**src/rtl/burst_pkg.sv**
```systemverilog
package burst_pkg;

   typedef enum logic {
      ORD_XOR = 1'b0,
      ORD_ADD = 1'b1
   } burst_order_e;

   function automatic burst_order_e order_from_pin(input logic pin);
      return pin ? ORD_ADD : ORD_XOR;
   endfunction

endpackage

```
**src/rtl/burst_load_sel.sv**
```systemverilog
module burst_load_sel #(
   parameter int ADDR_W = 20
) (
   input  logic              cpu_stb,
   input  logic [ADDR_W-1:0] cpu_addr,
   input  logic              ctl_stb,
   input  logic [ADDR_W-1:0] ctl_addr,
   output logic              load,
   output logic [ADDR_W-1:0] sel_addr
);

   generate
      if (ADDR_W < 2) begin : g_bad_width
         $error("burst_load_sel: ADDR_W must be at least 2");
      end
   endgenerate

   always_comb begin
      load     = cpu_stb | ctl_stb;
      sel_addr = cpu_stb ? cpu_addr : ctl_addr;
   end

endmodule

```
**src/rtl/burst_beat_ctr.sv**
```systemverilog
module burst_beat_ctr #(
   parameter int BEAT_W = 2
) (
   input  logic              clk,
   input  logic              rst_n,
   input  logic              load,
   input  logic              advance,
   output logic [BEAT_W-1:0] beat
);

   localparam logic [BEAT_W-1:0] ONE = BEAT_W'(1);

   generate
      if (BEAT_W < 1 || BEAT_W > 8) begin : g_bad_beat
         $error("burst_beat_ctr: BEAT_W must be in 1..8");
      end
   endgenerate

   always_ff @(posedge clk or negedge rst_n) begin
      if (!rst_n)       beat <= '0;
      else if (load)    beat <= '0;
      else if (advance) beat <= beat + ONE;
   end

   // a load clears the beat whatever advance does
   p_load_clears_r7: assert property (@(posedge clk) disable iff (!rst_n)
      load |=> (beat == '0));

   // advance alone steps by one, with wrap-around
   p_step_one_r5: assert property (@(posedge clk) disable iff (!rst_n)
      (!load && advance) |=> (beat == $past(beat) + ONE));

   // no load and no advance holds the beat
   p_hold_r6: assert property (@(posedge clk) disable iff (!rst_n)
      (!load && !advance) |=> $stable(beat));

endmodule

```
**src/rtl/burst_order_map.sv**
```systemverilog
module burst_order_map
   import burst_pkg::*;
#(
   parameter int ADDR_W = 20,
   parameter int BEAT_W = 2
) (
   input  logic [ADDR_W-1:0] base,
   input  logic [BEAT_W-1:0] beat,
   input  burst_order_e      order,
   output logic [ADDR_W-1:0] addr
);

   localparam int HI_W = ADDR_W - BEAT_W;

   generate
      if (HI_W < 1) begin : g_bad_split
         $error("burst_order_map: ADDR_W must exceed BEAT_W");
      end
   endgenerate

   logic [BEAT_W-1:0] lo_add;
   logic [BEAT_W-1:0] lo_xor;
   logic [BEAT_W-1:0] lo_sel;

   always_comb begin
      lo_add = base[BEAT_W-1:0] + beat;
      lo_xor = base[BEAT_W-1:0] ^ beat;
      lo_sel = (order == ORD_ADD) ? lo_add : lo_xor;
      addr   = {base[ADDR_W-1:BEAT_W], lo_sel};
   end

   // the first beat of either order is the loaded address
   always_comb begin
      if (beat == '0) begin
         a_first_beat_r8: assert (addr == base);
      end
   end

endmodule

```
**src/rtl/burst_addr_gen.sv**
```systemverilog
module burst_addr_gen
   import burst_pkg::*;
#(
   parameter int ADDR_W = 20,
   parameter int BEAT_W = 2
) (
   input  logic              clk,
   input  logic              rst_n,
   input  logic              cpu_strobe,
   input  logic [ADDR_W-1:0] cpu_addr,
   input  logic              ctl_strobe,
   input  logic [ADDR_W-1:0] ctl_addr,
   input  logic              advance,
   input  logic              seq_linear,
   output logic [ADDR_W-1:0] word_addr,
   output logic [BEAT_W-1:0] beat_idx
);

   localparam int HI_W = ADDR_W - BEAT_W;

   generate
      if (HI_W < 1) begin : g_bad_cfg
         $error("burst_addr_gen: ADDR_W must exceed BEAT_W");
      end
   endgenerate

   logic              load;
   logic [ADDR_W-1:0] sel_addr;
   logic [ADDR_W-1:0] base_q;
   burst_order_e      order_q;

   burst_load_sel #(.ADDR_W(ADDR_W)) u_sel (
      .cpu_stb  (cpu_strobe),
      .cpu_addr (cpu_addr),
      .ctl_stb  (ctl_strobe),
      .ctl_addr (ctl_addr),
      .load     (load),
      .sel_addr (sel_addr)
   );

   always_ff @(posedge clk or negedge rst_n) begin
      if (!rst_n) begin
         base_q  <= '0;
         order_q <= ORD_XOR;
      end else if (load) begin
         base_q  <= sel_addr;
         order_q <= order_from_pin(seq_linear);
      end
   end

   burst_beat_ctr #(.BEAT_W(BEAT_W)) u_ctr (
      .clk     (clk),
      .rst_n   (rst_n),
      .load    (load),
      .advance (advance),
      .beat    (beat_idx)
   );

   burst_order_map #(.ADDR_W(ADDR_W), .BEAT_W(BEAT_W)) u_map (
      .base  (base_q),
      .beat  (beat_idx),
      .order (order_q),
      .addr  (word_addr)
   );

   // the processor strobe always wins
   p_cpu_wins_r4: assert property (@(posedge clk) disable iff (!rst_n)
      cpu_strobe |=> (word_addr == $past(cpu_addr)));

   // the controller strobe loads when it is alone
   p_ctl_load_r3: assert property (@(posedge clk) disable iff (!rst_n)
      (ctl_strobe && !cpu_strobe) |=> (word_addr == $past(ctl_addr)));

   // the upper bits stay steady between loads
   p_upper_steady_r10: assert property (@(posedge clk) disable iff (!rst_n)
      !(cpu_strobe || ctl_strobe) |=> $stable(word_addr[ADDR_W-1:BEAT_W]));

endmodule

```
**config.mk**
```make
export PLATFORM = sky130hd
export DESIGN_NAME = burst_addr_gen
export DESIGN_NICKNAME = d
export VERILOG_FILES = /design/src/rtl/burst_pkg.sv /design/src/rtl/burst_load_sel.sv /design/src/rtl/burst_beat_ctr.sv /design/src/rtl/burst_order_map.sv /design/src/rtl/burst_addr_gen.sv
export SDC_FILE = /design/constraint.sdc
export NUM_CORES = 1
export LEC_CHECK = 0
export ABC_AREA = 1
export CAP_MARGIN = 15
export CORE_AREA = 8 8 92 53
export CTS_CLUSTER_SIZE = 28
export DETAILED_ROUTE_END_ITERATION = 10
export DIE_AREA = 0 0 100 61
export DONT_BUFFER_PORTS = 1
export GPL_ROUTABILITY_DRIVEN = 0
export PLACE_DENSITY = 0.63
export SYNTH_ARGS = -nofsm -noshare
export SYNTH_HDL_FRONTEND = slang
export SYNTH_HIERARCHICAL = 1
export SYNTH_SLANG_ARGS = --single-unit
```
**constraint.sdc**
```tcl
create_clock -name clk -period 1.2 [get_ports clk]
set_input_delay 0.24 -clock clk [delete_from_list [all_inputs] [get_ports clk]]
set_output_delay 0.24 -clock clk [all_outputs]
set_load 0.01 [all_outputs]
```
Word level (Yosys, flattened, before mapping)
Cells that the tools add are included.
Cells by class
  add/subtract/negate cells: 2
  $mul: 0
  div/mod/pow operators: 0
  magnitude comparators: 0
  equal/unequal tests: 0
  shift operators: 0
  multiplexer cells: 5
  bitwise logic cells: 2
  reductions and logical operators: 1
Operators by type and width (number)
  $mux W20: 1
  $mux W2: 3
  $add A2 B1 Y2 const B: 1
  $add A2 B2 Y2: 1
  $reduce_bool A2 Y1: 1
  $xor A2 B2 Y2: 1
  $mux W1: 1
  $or A1 B1 Y1: 1
Storage, ports and cells
  bits in registers: 23
  bits in latches: 0
  bits in writable memories: 0
  ROM bits: 0
  input bits: 46
  logic and storage cells: 13
  memories kept: 0

Depth between registers and ports, before layout
Gate-level depths: netlist of run 1.
  word-level depth: 3
  depth in mapped cells: 6
  gate-level depth less buffers: 6

Hierarchy
Netlist of run 1, hierarchy kept.
By module, submodules not included
  burst_addr_gen: instances 1, cells each 89, area each 803.3 µm²
  burst_load_sel: instances 1, cells each 66, area each 272.8 µm²
  burst_order_map: instances 1, cells each 31, area each 195.2 µm²
  burst_beat_ctr: instances 1, cells each 11, area each 86.3 µm²

Worst setup path before layout of run 1
No wires, ideal clock.
  kind: register -> output
  start point: reg u_ctr.beat[0]
  end point: out word_addr[1]
  data arrival time: 0.935 ns
  required time: 0.960 ns
  setup slack: 0.025 ns
  cell stages (with the launch flop): 7
  cell sequence: dfrtp_1 ha_1 nand2_1 inv_1 nand3_1 nand2_1 inv_1
Between the ends
  cells in the longest elaborated chain, start to end: 2
Ends and longest elaborated chain
  start: declaration: line burst_beat_ctr.sv:8  | output logic [BEAT_W-1:0] beat
  start signal: assignment: line burst_beat_ctr.sv:22  | else if (advance) beat <= beat + ONE;
  $add A2 B2 Y2: line burst_order_map.sv:26  | lo_add = base[BEAT_W-1:0] + beat;
  $mux W2: line burst_order_map.sv:28  | lo_sel = (order == ORD_ADD) ? lo_add : lo_xor;
  end: declaration: line burst_addr_gen.sv:15  | output logic [ADDR_W-1:0] word_addr,
Every way passes these cells.

Worst setup path after layout of run 1
  start point: reg base_q[0]
  end point: out word_addr[1]
Between the ends
  cells in the longest elaborated chain, start to end: 2
Ends and longest elaborated chain
  start: declaration: line burst_addr_gen.sv:29  | logic [ADDR_W-1:0] base_q;
  start signal: assignment: line burst_addr_gen.sv:46  | base_q <= sel_addr;
  $add A2 B2 Y2: line burst_order_map.sv:26
  $mux W2: line burst_order_map.sv:28
Every way passes these cells.

==> results_dict.tcl, run 1 <==
set metrics [dict create \
    grt_setup_unrepaired "true" \
    min_path_type "in -> reg" \
    critical-path-max-stage-delay_ns 0.39 \
    drive_above_1_share 0.09836 \
    antennaDiodeCount 0 \
    min_period_over_period 1.128 \
    gr-usage-met3 0.04920 \
    crit_slowest_cell "dfrtp_1" \
    period_needed_ns 1.354 \
    area_growth_pct -0.9217 \
    avgSynthCellArea_sq_um 6.891 \
    die_height_microns 61 \
    route.detailed.drc 0 \
    synth_area_sq_mm 0.001358 \
    syn_inst 197 \
    internal_power_mw 1.180 \
    grt_antenna_before_repair 0 \
    path_clk_slew_ns 0.08 \
    synth_top_area_frac 0.4240 \
    p_per_area_mw_per_mm2 1232 \
    clock_latency_ns 0.26 \
    cp_max_fo 2 \
    top_usage_layer "met2" \
    yosysSeqAreaShare 0.4240 \
    cts_buffer_depth 2 \
    rr_worst_depth 4 \
    grt_max_degree 24 \
    switching_share 0.2879 \
    drt_iter0_drc 48 \
    tritoncts.num_buffers 3 \
    grt_pass1_wl_microns 5188 \
    tightest_slew_ns 0.3474 \
    yosysUniqueCellTypes 11 \
    setup.worst_path.end_class "output port" \
    power.leakage_nw 0.7787 \
    cts_tree "yes" \
    layout_setup_ws_ns -0.1536 \
    wl_per_cell_microns 13.84 \
    dp_hpwl_microns 2483 \
    slew_viol_final 0 \
    cts_sinks 23 \
    grt_remaining_overflow 0 \
    start_util 0.3726 \
    viasPerCell 4.392 \
    first_global_vias 1000 \
    yosys-top-cells-area "dfrtp_1 (42%), nand2_1 (36%), buf_4 (12%), buf_6 (3.3%), inv_1 (1.4%)" \
    use_met2 0.1621 \
    p_switching_uw 477.1 \
    p_total_mw 1.657 \
    grt.total_usage 0.1124 \
    min_path_cells 2 \
    synth_seq_cells 23 \
    vias 1041 \
    dieArea_sq_mm 0.006100 \
    status "finished, violations left" \
    io_buffers 0 \
    arrival_ns 1.11 \
    final.setup.tns_ns -0.1962 \
    comb_power_share 0.143 \
    mostFrequentLayoutCells "nand2_1 (131), dfrtp_1 (23), buf_4 (6)" \
    hold_viol 0 \
    core-area_sq_mm 0.003643 \
    io-pin-count 68 \
    cts_root_buf "clkbuf_8" \
    worstSetupPathType "reg -> out" \
    finalSetupViolCount 2 \
    p_seq_frac 0.564 \
    fin_nets 231 \
    stdcell_count 237 \
    dr.pass1.iters 4 \
    yosysTopAreaCell "dfrtp_1" \
    mostFrequentLayoutCell "nand2_1" \
    rows 16 \
    dp.cells 229 \
    ant_nets 0 \
    worstPathRequired_ns 0.96 \
    path_cells "ha_2, nand2_2, inv_2, nand3_2, nand2_1, inv_2" \
    violations "negative setup slack" \
    drv_cap 0 \
    yosys_warnings 6 \
    start_kind "flip-flop" \
    fin_worst_skew_ns 0.003093 \
    power_frac_clock 0.293 \
    htreeDepth 1 \
    die_width_microns 100 \
    pre_cts_ws_ns 0.09923 \
    syn_nets 244 \
    vdd_drop_max_v 0.0005617 \
    slew_headroom 0.7681 \
    fmax_ghz 0.7388 \
    drt_wl_total_microns 3281 \
    cp_common_cell "inv_2" \
    grtUsageMet1 0.1500 \
]
[logic make-up (layout without fill, tap and decap cells)]
kind of cell / Yosys count / in the layout / synth area share
AO/OA/AOI/OAI: 1 / 1 / 0.003683
adder cells (fa/ha/maj): 1 / 1 / 0.009215
buffers and inverters: 33 / 19 / 0.1742
flip-flops: 23 / 23 / 0.4240
AND/OR/NAND/NOR: 139 / 139 / 0.3889
[cells in the mapped netlist]
| master | n |
|---|---|
| or2_2 | 1 |
| nand2_1 | 132 |
| buf_6 | 4 |
| a21oi_1 | 1 |
| nor2_1 | 3 |
| nand3_1 | 3 |
| inv_1 | 5 |
| ha_1 | 1 |
| inv_2 | 2 |
| buf_4 | 22 |
| dfrtp_1 | 23 |
[critical path: cells and delay by family (launching register included)]
| family | cells | cell delay (ns) |
|---|---|---|
| DFF | 1 | 0.39 |
| adders and majority gates | 1 | 0.19 |
| and+or+nand+nor | 3 | 0.17 |
| buffers and inverters | 2 | 0.11 |
[per-layer routing]
layer,part of all wire,up-vias
met5,0,-
met4,0.0082,0
met3,0.11,2
met2,0.42,57
met1,0.47,447
li1,-,535
[power by group through the flow]
stage / clock [mW] / sequential [mW] / combinational [mW]
2_1_floorplan: 0 / 0.896 / 0.309
3_3_place_gp: 0 / 0.951 / 0.199
3_5_place_dp: 0 / 0.952 / 0.202
4_1_cts: 0.504 / 0.937 / 0.238
5_1_grt: 0.549 / 0.947 / 0.284
6_report: 0.485 / 0.934 / 0.237
[path summary, 6_finish.rpt]
kind | from | slack [ns] | to
worst max-delay path | base_q[0] | -0.15 | word_addr[1]
worst min-delay path | seq_linear | 0.1 | order_q
worst max register to register | u_ctr/beat[0] | 0.34 | u_ctr/beat[0]
worst min register to register | order_q | 0.52 | order_q
max in group asynchronous | rst_n | 0.66 | base_q[19]
min in group asynchronous | rst_n | 0.39 | base_q[12]
[sequential cells by signal, indices dropped and copies added (netlist names)]
signal	count
u_ctr/beat	2
base_q	20
order_q	1
[final cells by class]
| type | instances | area, sq um |
|---|---|---|
| Fill cell | 403 | 2298 |
| Sequential cell | 23 | 575.6 |
| Multi-Input combinational cell | 141 | 555.5 |
| Timing Repair Buffer | 8 | 75.07 |
| Tap cell | 54 | 67.56 |
| Clock buffer | 4 | 45.04 |
| Inverter | 7 | 26.28 |
[timing repair]
action                                 in CTS  in global routing
setup endpoints to repair                   2                  2
gates resized for setup                     5                  0
buffers inserted                            1                  1
pin swaps                                   3                  0
endpoints found under the hold margin      23                  0
hold buffers                                2                  0
[metrics by stage]
step | hold WS (ns) | util | area [sq um]
2_1_floorplan | -0.05559 | - | 1358
3_3_place_gp | -0.05489 | 0.3417 | 1245
3_5_place_dp | -0.05480 | 0.3417 | 1245
4_1_cts | 0.08567 | 0.3671 | 1338
5_1_grt | 0.1175 | 0.3692 | 1345
6_report | 0.09511 | 0.3692 | 1345
(Power assumes the default switching activity.)
==> inputs of run 2 (changes only) <==
CTS_BUF_LIST = sky130_fd_sc_hd__clkbuf_16   (was default)
HOLD_SLACK_MARGIN = 0.02   (was default)
==> run 2 against run 1 <==
  * The flow still finishes with violations (negative setup slack)
  * Sequential share of layout area is 1.0 points lower
  * Worst setup slack better by 0.016 ns
  * Combinational power barely moved
  * Via count rose by 0.19%
  * Clock-buffer cell count fell by 1
  * Flip-flop and latch count is the same
  * Maximum frequency rose by 1.2%
  * Cell count unchanged
  * Routed wire length rose by 0.30%
  * Core utilization rose by 0.93 points
  * Clock power rose by 46%
  * Sequential power barely moved
  * Largest power group unchanged
==> results_dict.tcl, run 2 (synthesis results as in run 1) <==
set metrics [dict create \
    hp-start "seq_linear" \
    slew_viol_final 0 \
    violations "negative setup slack" \
    cts_buffer_depth 2 \
    grt_antenna_before_repair 0 \
    crit_slowest_cell "dfrtp_1" \
    dr.pass1.iters 4 \
    drt_wl_total_microns 3291 \
    finalSetupViolCount 2 \
    rows 16 \
    cp_common_cell "inv_2" \
    finalCoreUtilization 0.3784 \
    setup.worst_path.end_class "output port" \
    p_per_area_mw_per_mm2 1364 \
    die_height_microns 61 \
    fill_cells 401 \
    ant_nets 0 \
    multi_input_area_sq_um 555.5 \
    mostFrequentLayoutCells "nand2_1 (131), dfrtp_1 (23), buf_4 (6)" \
    hold_viol 0 \
    regMostFlops "base_q" \
    path_clk_slew_ns 0.06 \
    final-seq-area_sq_um 575.6 \
    cts_sinks 23 \
    core-area_sq_mm 0.003643 \
    grt_max_degree 24 \
    start_util 0.3726 \
    min_path_cells 2 \
    reg2reg_slack_ns 0.34 \
    power.leakage_nw 0.7982 \
    fin_nets 231 \
    cp_max_fo 2 \
    fmax_ghz 0.7478 \
    viasPerCell 4.401 \
    vias 1043 \
    top_regs "base_q: 20 flops, u_ctr/beat: 2 flops, order_q: 1 flops" \
    htreeDepth 1 \
    drt_iter0_drc 40 \
    first_global_vias 1002 \
    status "finished, violations left" \
    slew_headroom 0.7693 \
    wl_per_cell_microns 13.89 \
    grt_pass1_wl_microns 5250 \
    cts_root_buf "clkbuf_16" \
    tightest_slew_ns 0.3455 \
    crit-reg2reg-launch "u_ctr/beat[1]" \
    route.detailed.drc 0 \
    critical-path-max-stage-delay_ns 0.38 \
    drive_above_1_share 0.09836 \
    min_to "order_q" \
    min_path_type "in -> reg" \
    cts_tree "yes" \
    worstSetupPathType "reg -> out" \
    dieArea_sq_mm 0.006100 \
    grt_remaining_overflow 0 \
    drv_cap 0 \
    path_cells "ha_2, nand2_2, inv_2, nand3_2, nand2_1, inv_2" \
    largest_register_ffs 20 \
    mostFrequentLayoutCell "nand2_1" \
    tritoncts.num_buffers 3 \
    grt.total_usage 0.1141 \
    rr_worst_depth 3 \
    clock_latency_ns 0.25 \
    startpoint "base_q[0]" \
    whs_ns 0.1047 \
    reg2reg_to "u_ctr/beat[1]" \
    fin_worst_skew_ns 0.002977 \
    antennaDiodeCount 0 \
    die_width_microns 100 \
    min_period_over_period 1.114 \
    layout_setup_ws_ns -0.1372 \
    arrival_ns 1.10 \
    dp_hpwl_microns 2483 \
    io-pin-count 68 \
    vdd_drop_max_v 0.0006253 \
    period_needed_ns 1.337 \
    start_kind "flip-flop" \
    grt_setup_unrepaired "true" \
    p_total_mw 1.880 \
    io_buffers 0 \
    worstPathRequired_ns 0.96 \
    area_growth_pct 1.567 \
]
==> run 2: cell count changes in the layout (fill, tap and decap cells not counted), sizes merged <==
cell    delta
clkbuf     -1
inv        +1
==> run 2: stage by stage <==
stage	area, sq um	setup TNS (ns)	worst slack (ns)	cells
6_report	1379	-0.1626	-0.1372	237
3_5_place_dp	1245	0	0.09923	229
5_1_grt	1379	-0.2454	-0.1878	237
2_1_floorplan	1358	0	0.02487	197
4_1_cts	1371	-0.1541	-0.1225	236
3_3_place_gp	1245	0	0.1010	229
==> run 2: worst max-delay path: cells and delay by family, from the launching register on <==
kind,cells,cell delay (ns)
flip-flops,1,0.38
adder cells (fa/ha/maj),1,0.19
AND/OR/NAND/NOR,3,0.17
buffers and inverters,2,0.11
==> run 2: what timing repair did <==
item | in CTS | in global routing
setup endpoints to repair | 2 | 2
gates resized for setup | 5 | 0
hold buffers | 2 | 0
pin swaps | 3 | 0
endpoints found under the hold margin | 23 | 0
setup buffers | 1 | 1
==> run 2: worst max-delay path by stage <==
stage | slack [ns] | cells past startpoint | end
after floorplan | 0.02 | 6 | word_addr[1]
after global placement | 0.10 | 6 | word_addr[1]
after detailed placement | 0.1 | 6 | word_addr[1]
after CTS | -0.12 | 6 | word_addr[1]
after global routing | -0.19 | 6 | word_addr[1]
final | -0.14 | 6 | word_addr[1]
==> run 2: routing by layer <==
layer | vias to the layer above | wire length [microns] | track usage
li1 | 538 | - | -
met5 | - | 0 | 0
met1 | 455 | 1518 | 0.1520
met2 | 48 | 1375 | 0.1631
met3 | 2 | 370 | 0.04920
met4 | 0 | 27 | 0.03191
==> run 2: report_power, final <==
group          total [mW]  internal [mW]  leakage (nW)  switching [mW]
clock network       0.707          0.444        0.0423           0.263
registers           0.936          0.850         0.283          0.0863
logic               0.237         0.0953         0.473           0.142
total                1.88           1.39         0.798           0.491
==> run 2: area by class of cell <==
cell class / count / area share
flip-flops and latches: 23 / 0.4174
multi-input cells: 141 / 0.4029
clock buffers: 3 / 0.05445
repair buffers: 8 / 0.05445
well taps: 54 / 0.04900
inverters: 7 / 0.01906
clock inverters: 1 / 0.002722
==> inputs of run 3 (changes only) <==
==> constraint.sdc (replaced) <==
create_clock -name clk -period 1.2 [get_ports clk]
set_input_delay 0.24 -clock clk [delete_from_list [all_inputs] [get_ports clk]]
set_output_delay 0.24 -clock clk [all_outputs]
set_load 0.005 [all_outputs]
==> run 3 against run 2 <==
  * The flow still finishes with violations (negative setup slack)
  * Register-to-register slack improved by 0.03 ns
  * Worst hold slack better by 0.0052 ns
  * Clock power decreased by 0.6%
  * Clock skew is 0.0029 ns lower
  * Core utilization shrank 0.52 points
  * Global-route usage shrank 0.37 points
  * Sequential power down 2.5%
  * Non-clock buffer count fell by 3
  * Maximum frequency shrank 1.5%
  * Cell area shrank 1.4%
  * Total power decreased by 2.2%
  * First-iteration DRC count increased by 57%
  * Critical endpoint unchanged
  * Largest cell class unchanged
==> results_dict.tcl, run 3 (synthesis results as in run 1) <==
set metrics [dict create \
    cp_max_fo 2 \
    tightest_slew_ns 0.4603 \
    die_width_microns 100 \
    p_total_mw 1.839 \
    fin_nets 228 \
    dr.pass1.iters 4 \
    drt_wl_total_microns 3274 \
    layout_setup_ws_ns -0.1570 \
    worstSetupPathType "reg -> out" \
    arrival_ns 1.12 \
    cts_root_buf "clkbuf_16" \
    core-area_sq_mm 0.003643 \
    area_growth_pct 0.1840 \
    grt_pass1_wl_microns 5209 \
    min_period_over_period 1.131 \
    finalCoreUtilization 0.3733 \
    regMostFlops "base_q" \
    mostFrequentLayoutCells "nand2_1 (130), dfrtp_1 (22), inv_2 (4), inv_1 (4)" \
    grt_remaining_overflow 0 \
    power.leakage_nw 0.7837 \
    rows 16 \
    route.detailed.drc 0 \
    first_global_vias 939 \
    drive_above_1_share 0.1000 \
    path_clk_slew_ns 0.06 \
    viasPerCell 4.436 \
    vias 1038 \
    period_needed_ns 1.357 \
    start_kind "flip-flop" \
    top_regs "base_q: 20 flops, u_ctr/beat: 2 flops, order_q: 1 flops" \
    setup.worst_path.end_class "output port" \
    vdd_drop_max_v 0.0006242 \
    violations "negative setup slack" \
    min_path_type "in -> reg" \
    start_util 0.3726 \
    finalSetupViolCount 2 \
    antennaDiodeCount 0 \
    fin_worst_skew_ns 0.00006489 \
    whs_ns 0.1099 \
    slew_viol_final 0 \
    dieArea_sq_mm 0.006100 \
    cts_buffer_depth 2 \
    ant_nets 0 \
    status "finished, violations left" \
    clock_latency_ns 0.25 \
    tritoncts.num_buffers 3 \
    grt_setup_unrepaired "true" \
    p_per_area_mw_per_mm2 1352 \
    mostFrequentLayoutCell "nand2_1" \
    largest_register_ffs 20 \
    fmax_ghz 0.7369 \
    worstPathRequired_ns 0.96 \
    grt.total_usage 0.1105 \
    htreeDepth 1 \
    hold_viol 0 \
    cts_tree "yes" \
    dp_hpwl_microns 2478 \
    drt_iter0_drc 63 \
    cts_sinks 23 \
    io-pin-count 68 \
    drv_cap 0 \
    grt_antenna_before_repair 0 \
    grt_max_degree 24 \
    die_height_microns 61 \
    wl_per_cell_microns 13.99 \
    slew_headroom 0.6921 \
    io_buffers 0 \
]
## run 3: cell types whose count changed in the layout (fill, tap and decap cells not counted)
cell     before  now
buf_4         6    3
buf_12        1    0
buf_8         0    1
dfrtp_1      23   22
dfrtp_2       0    1
nand2_1     131  130
nand2_2       1    2
nand3_1       2    1
nand3_2       1    2
## run 3: area by class of cell
| cell class | instances | area, sq um |
|---|---|---|
| sequential | 23 | 576.8 |
| timing repair buffer | 5 | 47.55 |
| clock buffer | 3 | 75.07 |
| clock inverter | 1 | 3.754 |
| fill | 411 | 2283 |
| inverter | 7 | 26.28 |
| multi-input combinational | 141 | 563.0 |
| tap | 54 | 67.56 |
## run 3: timing repair
action                     4_1_cts  5_1_grt
resized for setup                3        5
setup endpoints to repair        2        2
hold endpoints to repair        23        0
cloned                           0        0
hold buffers                     1        0
buffers inserted                 0        0
pin swaps                        1        4
## run 3: per-layer routing
metal | part of all wire | global-route usage | vias to the layer above
li1 | - | - | 532
met1 | 0.49 | 0.1532 | 469
met2 | 0.42 | 0.1517 | 35
met3 | 0.084 | 0.04691 | 2
met4 | 0.0058 | 0.02553 | 0
met5 | 0 | 0 | -
## run 3: worst max-delay path, stage by stage, from the launching register on
cell and delay (ns):
dfrtp_1 0.39, ha_2 0.19, nand2_2 0.07, inv_2 0.04, nand3_2 0.06, nand2_2 0.06, inv_2 0.05
## run 3: path summary, 6_finish.rpt
| path | from | to | slack [ns] | cells after the start |
|---|---|---|---|---|
| max | base_q[0] | word_addr[1] | -0.16 | 6 |
| min | seq_linear | order_q | 0.11 | 2 |
| max reg2reg | u_ctr/beat[0] | u_ctr/beat[1] | 0.37 | 3 |
| min reg2reg | base_q[19] | base_q[19] | 0.50 | 2 |
| max in group asynchronous | rst_n | u_ctr/beat[1] | 0.35 | 2 |
| min in group asynchronous | rst_n | base_q[17] | 0.37 | 1 |
## run 3: metrics by stage
| step | TNS [ns] | setup WS (ns) | std cells | instance area, sq um |
|---|---|---|---|---|
| final | -0.1799 | -0.1570 | 234 | 1360 |
| after global routing | -0.2513 | -0.2034 | 234 | 1360 |
| after CTS | -3.687 | -0.1604 | 233 | 1331 |
| after detailed placement | 0 | 0.09286 | 228 | 1237 |
| after global placement | 0 | 0.09563 | 228 | 1237 |
| after floorplan | 0 | 0.08322 | 197 | 1358 |
## run 3: power by group
part           internal [mW]  switching [mW]  leakage [nW]
logic                 0.0851           0.137         0.460
registers              0.850          0.0629         0.282
clock network          0.444           0.259        0.0423
